**config.mk**
```make
export PLATFORM = sky130hd
export DESIGN_NAME = cbm_mult
export DESIGN_NICKNAME = d
export VERILOG_FILES = /design/src/rtl/cbm_pkg.sv /design/src/rtl/cbm_cell.sv /design/src/rtl/cbm_array.sv /design/src/rtl/cbm_ripple.sv /design/src/rtl/cbm_mult.sv
export SDC_FILE = /design/constraint.sdc
export NUM_CORES = 1
export LEC_CHECK = 0
export ABC_AREA = 1
export BUFFER_PORTS_ARGS = -buffer_cell sky130_fd_sc_hd__buf_2
export CORE_MARGIN = 3
export CORE_UTILIZATION = 40
export CTS_CLUSTER_SIZE = 10
export DETAILED_ROUTE_END_ITERATION = 7
export SETUP_SLACK_MARGIN = 0.3
export SKIP_LAST_GASP = 1
export SYNTH_ARGS = -nofsm -noshare
export SYNTH_HDL_FRONTEND = slang
export SYNTH_SLANG_ARGS = --single-unit
export TNS_END_PERCENT = 1
```
**constraint.sdc**
```tcl
create_clock -name clk -period 10.05 [get_ports clk]
set_input_delay 1.005 -clock clk [delete_from_list [all_inputs] [get_ports clk]]
set_output_delay 1.005 -clock clk [all_outputs]
set_load 0.02 [all_outputs]
```
**src/rtl/cbm_pkg.sv**
```systemverilog
// Package: shared sizing helpers for the column-bypassing multiplier.
// Assumes operand widths of at least 2.
package cbm_pkg;

    // Width needed to count every adder cell of an n-bit array.
    function automatic int cnt_bits(input int n);
        return $clog2(n * (n - 1) + 1);
    endfunction

endpackage

```
**src/rtl/cbm_cell.sv**
```systemverilog
// Module: cbm_cell
// One full adder of the array with column bypass. col_en is the multiplicand
// bit of its column. When col_en is low, the adder inputs are held at zero
// by AND gating, the carry output is zero, and the sum output forwards s_in.
// Assumes that s_in, pp and c_in being consistent is the array's job.
module cbm_cell (
    input  logic col_en,
    input  logic mplier_bit,
    input  logic s_in,
    input  logic c_in,
    output logic s_out,
    output logic c_out,
    output logic active
);
    logic g_pp, g_s, g_c, fa_s, fa_c;

    // Input gating: a disabled column sees only zeros.
    always_comb begin
        g_pp = col_en & mplier_bit;
        g_s  = col_en & s_in;
        g_c  = col_en & c_in;
    end

    // Full-adder core.
    always_comb begin
        fa_s = g_pp ^ g_s ^ g_c;
        fa_c = (g_pp & g_s) | (g_pp & g_c) | (g_s & g_c);
    end

    // Output selection: bypass forwards the upper sum and emits no carry.
    always_comb begin
        s_out  = col_en ? fa_s : s_in;
        c_out  = col_en & fa_c;
        active = col_en;
    end
endmodule

```
**src/rtl/cbm_array.sv**
```systemverilog
// Module: cbm_array
// Carry-save array of N-1 rows below the first partial-product row. Cell
// (i,j) has weight i+j. Its carry goes to cell (i+1,j), which belongs to the
// same multiplicand column, and its sum goes to cell (i+1,j-1). The leftmost
// cell of each row has no upper sum. Outputs are the low N product bits,
// the final-row sums and carries for the ripple stage, and the enable map.
// Assumes N >= 2.
module cbm_array #(
    parameter int N = 8,
    localparam int CELLS = N * (N - 1)
) (
    input  logic [N-1:0]     a,
    input  logic [N-1:0]     b,
    output logic [N-1:0]     prod_lo,
    output logic [N-2:0]     fin_sum,
    output logic [N-1:0]     fin_carry,
    output logic [CELLS-1:0] active_map
);
    logic [N-1:0] s_row [N];
    logic [N-1:0] c_row [N];

    // Row 0: plain partial products, no carries yet.
    always_comb begin
        s_row[0] = a & {N{b[0]}};
        c_row[0] = '0;
    end

    genvar gi, gj;
    generate
        for (gi = 1; gi < N; gi++) begin : g_row
            for (gj = 0; gj < N; gj++) begin : g_col
                logic up_sum;
                if (gj < N - 1) begin : g_mid
                    assign up_sum = s_row[gi-1][gj+1];
                end else begin : g_left
                    assign up_sum = 1'b0;
                end
                cbm_cell u_cell (
                    .col_en     (a[gj]),
                    .mplier_bit (b[gi]),
                    .s_in       (up_sum),
                    .c_in       (c_row[gi-1][gj]),
                    .s_out      (s_row[gi][gj]),
                    .c_out      (c_row[gi][gj]),
                    .active     (active_map[(gi-1)*N + gj])
                );
            end
        end
        for (gi = 0; gi < N; gi++) begin : g_lo
            assign prod_lo[gi] = s_row[gi][0];
        end
        for (gj = 0; gj < N - 1; gj++) begin : g_fin
            assign fin_sum[gj] = s_row[N-1][gj+1];
        end
    endgenerate

    assign fin_carry = c_row[N-1];
endmodule

```
**src/rtl/cbm_ripple.sv**
```systemverilog
// Module: cbm_ripple
// W-bit ripple-carry adder that resolves the last carry-save row.
// Assumes the caller handles carry-in (it is zero here).
module cbm_ripple #(
    parameter int W = 8
) (
    input  logic [W-1:0] x,
    input  logic [W-1:0] y,
    output logic [W-1:0] s,
    output logic         cout
);
    logic [W:0] cy;
    assign cy[0] = 1'b0;

    genvar gk;
    generate
        for (gk = 0; gk < W; gk++) begin : g_bit
            assign s[gk]    = x[gk] ^ y[gk] ^ cy[gk];
            assign cy[gk+1] = (x[gk] & y[gk]) | (x[gk] & cy[gk]) | (y[gk] & cy[gk]);
        end
    endgenerate

    assign cout = cy[W];
endmodule

```
**src/rtl/cbm_mult.sv**
```systemverilog
// Module: cbm_mult (top)
// Registered column-bypassing unsigned multiplier. Operands are captured
// when start is high. One cycle later the product, the enabled-cell count
// and a done pulse are registered. Assumes N >= 2. Reset is synchronous and
// active low.
module cbm_mult
    import cbm_pkg::*;
#(
    parameter int N = 8,
    localparam int PW = 2 * N,
    localparam int CW = cnt_bits(N)
) (
    input  logic          clk,
    input  logic          rst_n,
    input  logic          start,
    input  logic [N-1:0]  mcand,
    input  logic [N-1:0]  mplier,
    output logic [PW-1:0] product,
    output logic          done,
    output logic [CW-1:0] active_cells
);
    localparam int CELLS = N * (N - 1);

    logic [N-1:0]     op_a, op_b;
    logic             op_vld;
    logic [N-1:0]     lo_bits;
    logic [N-2:0]     fin_sum;
    logic [N-1:0]     fin_carry;
    logic [CELLS-1:0] act_map;
    logic [N-1:0]     hi_bits;
    logic             rip_cout;
    logic [CW-1:0]    act_cnt;

    // Operand capture stage.
    always_ff @(posedge clk) begin
        if (!rst_n) begin
            op_a   <= '0;
            op_b   <= '0;
            op_vld <= 1'b0;
        end else begin
            op_vld <= start;
            if (start) begin
                op_a <= mcand;
                op_b <= mplier;
            end
        end
    end

    cbm_array #(.N(N)) u_array (
        .a          (op_a),
        .b          (op_b),
        .prod_lo    (lo_bits),
        .fin_sum    (fin_sum),
        .fin_carry  (fin_carry),
        .active_map (act_map)
    );

    cbm_ripple #(.W(N)) u_ripple (
        .x    ({1'b0, fin_sum}),
        .y    (fin_carry),
        .s    (hi_bits),
        .cout (rip_cout)
    );

    // Count the cells the array enabled for this operand pair.
    always_comb begin
        act_cnt = '0;
        for (int k = 0; k < CELLS; k++) begin
            act_cnt = act_cnt + CW'(act_map[k]);
        end
    end

    // Result stage: product, count and completion pulse.
    always_ff @(posedge clk) begin
        if (!rst_n) begin
            product      <= '0;
            active_cells <= '0;
            done         <= 1'b0;
        end else begin
            done <= op_vld;
            if (op_vld) begin
                product      <= {hi_bits, lo_bits};
                active_cells <= act_cnt;
            end
        end
    end


    reset_clear_chk: assert property (@(posedge clk)
        !rst_n |=> (!done && product == '0 && active_cells == '0));


    done_latency_chk: assert property (@(posedge clk) disable iff (!rst_n)
        start |=> ##1 done);


    idle_no_done_chk: assert property (@(posedge clk) disable iff (!rst_n)
        (!start ##1 !start) |=> !done);


    product_value_chk: assert property (@(posedge clk) disable iff (!rst_n)
        done |-> product == PW'($past(op_a)) * PW'($past(op_b)));


    bypass_count_chk: assert property (@(posedge clk) disable iff (!rst_n)
        op_vld |-> act_cnt == CW'((N - 1) * $countones(op_a)));


    no_overflow_chk: assert property (@(posedge clk) disable iff (!rst_n)
        op_vld |-> !rip_cout);
endmodule

```
==> results.md <==
* Sequential share of the synthesized area at 18.76%
* DP Cell Count at 726
* Post-Synthesis Cells at 585
* Cell Area, Synth at 4269 sq um
* Min-delay src: product[6]
* Cell Rows at 37
* Root buffer cell: clkbuf_8
* Avg Cell Area, Syn at 7.298 sq um
* Worst Setup Start Kind: flop
* CP Capture Type: flop
* CP max stage cell: dfxtp_1
* FMAX at 109.3 MHz
* CTS resizes at 0
* Critical Path Start: op_a[6]
* Sink Count at 40
* Routed Antenna Nets at 0
* Overflow after GRT at 0
* Final period util at 91.06%
* Area share of fa/ha/maj cells after synthesis at 31.77%
* Fin Setup TNS at 0 ns
* Ys async rst share at 0%
* Top_reg_cell synth: dfxtp_1
* Die Y at 109.3 microns
* Cell area after layout at 4582 sq um
* H-tree depth at 2
* GRT Total Usage at 18.00%
* Area share of the largest cell type after synthesis at 27.67%
* Synth Register Bits at 40
* Initial antenna violation count at 0
* Yosys top cell by area: fa_1
* Final HPWL DP at 7399 microns
* Vias per cell at 4.827
* P&R area growth vs syn at 7.327%
* Cell Pwr Density at 105.8 nW/um^2
* Most common cell in the netlist: nand2_1
* Wire per inst at 13.22 microns
* Share of layout cells above drive strength 1 at 15.72%
* Cell Count, Final, Fillers Out at 734
* First-pass GRT wire length at 16990 microns
* Worst hold stages at 2
* Worst Hold Class: flop to flop
* Die area at 11950 sq um
* Hold buffers post-CTS at 0
* Clk slew on worst S/H paths at 0.10 ns
* Synth Area in Compound Gates at 10.87%
* Peak supply drop at 60.44 uV
* Top cell by count, worst path: fa_1
* Max incr delay on CP at 0.87 ns
* Slew headroom at 45.03%
* Area post-placement at 4492 sq um
* Max clock buf depth at 2
* Critical path arrival at 9.33 ns
* Final setup viols at 0
* Core region area at 10370 sq um
* Number of I/O pins at 42
* Yosys warns at 0
* Post-layout min period at 9.151 ns
* Simple logic cell fraction of the synthesized area at 26.35%
* Outcome: complete, no violations
* WS Path Type: flop to flop
* EDFF count, synth at 0
* Cells on worst reg2reg path at 32
* Leakage at 2.333 nW
* Reg-to-reg startpoint: op_a[6]
* Worst-Skew Late Latency at 0.30 ns
* Slew @ Worst Pin at 0.8215 ns
* Die X-Extent at 109.3 microns
* Initial DRC Count at 154
* Hold endpoint: product[6]
* Worst endpoint required time at 10.23 ns
* Number of global-route vias before repair at 3575
* Crit Path Max Fanout at 23
* # Max-Cap Violations at 0
* R2R Path End: product[14]
* GP Congestion at 0.8596
* DRT Pass-1 Iters at 4
* Distinct cell type count after synthesis at 32
* Largest family of logic cells by synthesized area: adder cells
* Top cells by area, synth: fa_1, dfxtp_1, nand2_1, inv_1, nor2_1
* Syn nets at 677
* Nets at 689
* Mux share of post-synthesis cell area at 0.4689%
* Register-to-register path setup slack at 0.90 ns
* Drt drc at 0
* Post CTS Setup Buffer Count at 0
* Commonest cells in the netlist: nand2_1, inv_1, fa_1, nor2_1
* Slew Viols, Final at 0
* CTS Buf Count at 5
* RSZ-0062 raised after global routing: false
* Number of port buffers at 41
* Starting Density at 41.17%
* CTS tree: built
* Xor/xnor share of the synthesized area at 0.2052%
* Hold Fails Final Rpt at 0
* Worst Skew at 0.01285 ns
* Total Wirelength at 9703 microns
* # diodes at 0
* Total vias in the final route at 3543
* Largest net degree at the start of global routing at 25
==> power breakdown <==
part | total [mW] | internal [mW] | switching [mW]
logic | 0.172 | 0.0665 | 0.106
clock network | 0.118 | 0.0495 | 0.0686
registers | 0.194 | 0.171 | 0.0231
==> cells by family (layout without fill, tap and decap cells) <==
family / Yosys count / after routing
adders and majority gates: 73 / 73
DFF: 40 / 40
buffers and inverters: 125 / 138
xor gates and xnor gates: 1 / 1
muxes: 2 / 2
AOI/OAI and AO/OA: 80 / 80
and+or+nand+nor: 264 / 264
==> per-layer routing <==
| metal | part of all wire [%] | GRT usage (%) | vias to the layer above | routed length, microns |
|---|---|---|---|---|
| li1 | - | - | 1807 | - |
| met1 | 49 | 24.69 | 1678 | 4731 |
| met2 | 46 | 30.66 | 49 | 4472 |
| met3 | 4.0 | 2.231 | 9 | 391 |
| met4 | 1.1 | 3.740 | 0 | 108 |
| met5 | 0 | 0 | - | 0 |
==> cells in the final DEF (no fill, tap or decap), types with 2 or more instances in the layout <==
cell type and instances:
a21oi_1 15, a31oi_1 3, nand3_2 7, o21ai_1 6, o21ai_0 40, o21ai_2 4
or2_2 20, inv_1 81, buf_4 2, dfxtp_1 40, or2_1 2, inv_2 5
a22oi_1 3, clkbuf_8 5, nand3_1 14, ha_1 14, buf_2 41, nand2_2 4
nor2_1 56, mux2i_1 2, nand2_1 160, a22o_1 5, fa_1 59
==> worst max path at each step <==
stage	slack, ns	end	depth (start not counted)
6_report	0.90	product[14]	32
5_1_grt	0.33	product[14]	35
4_1_cts	0.85	product[14]	32
3_5_place_dp	0.86	product[14]	28
3_3_place_gp	1.00	product[14]	35
2_1_floorplan	1.46	product[14]	31
==> flip-flops by register name, summed over array words and instances (netlist names) <==
register,count
active_cells,6
op_a,8
done,1
product,16
op_vld,1
op_b,8
==> stage by stage <==
| step | util, % | power, mW | worst slack [ns] | hold WS, ns |
|---|---|---|---|---|
| finish | 44.18 | 0.4848 | 0.8988 | 0.4519 |
| global placement | 43.32 | 0.3682 | 1.003 | 0.4306 |
| CTS | 44.18 | 0.4922 | 0.8528 | 0.4542 |
| detailed placement | 43.32 | 0.3718 | 0.8612 | 0.4350 |
| global route | 44.18 | 0.5301 | 0.3270 | 0.4658 |
| floorplan | - | 0.3250 | 1.459 | 0.5274 |
==> critical path, delay by kind of cell (launching register included) <==
family          cells  cell delay (ns)
compound gates      3             0.34
fa+ha+maj          14             5.53
buf+inv             2             0.22
flops               1             0.87
simple gates       13             2.07
==> final cells by class <==
cell class / count / area (sq um)
Tap cell: 136 / 170.2
Timing Repair Buffer: 43 / 220.2
Clock buffer: 5 / 68.82
Multi-Input combinational cell: 420 / 2974
Inverter: 87 / 326.6
Fill cell: 1102 / 5788
Sequential cell: 40 / 800.8
Clock inverter: 3 / 21.27
Note: power is estimated with default switching activity, not from simulation.
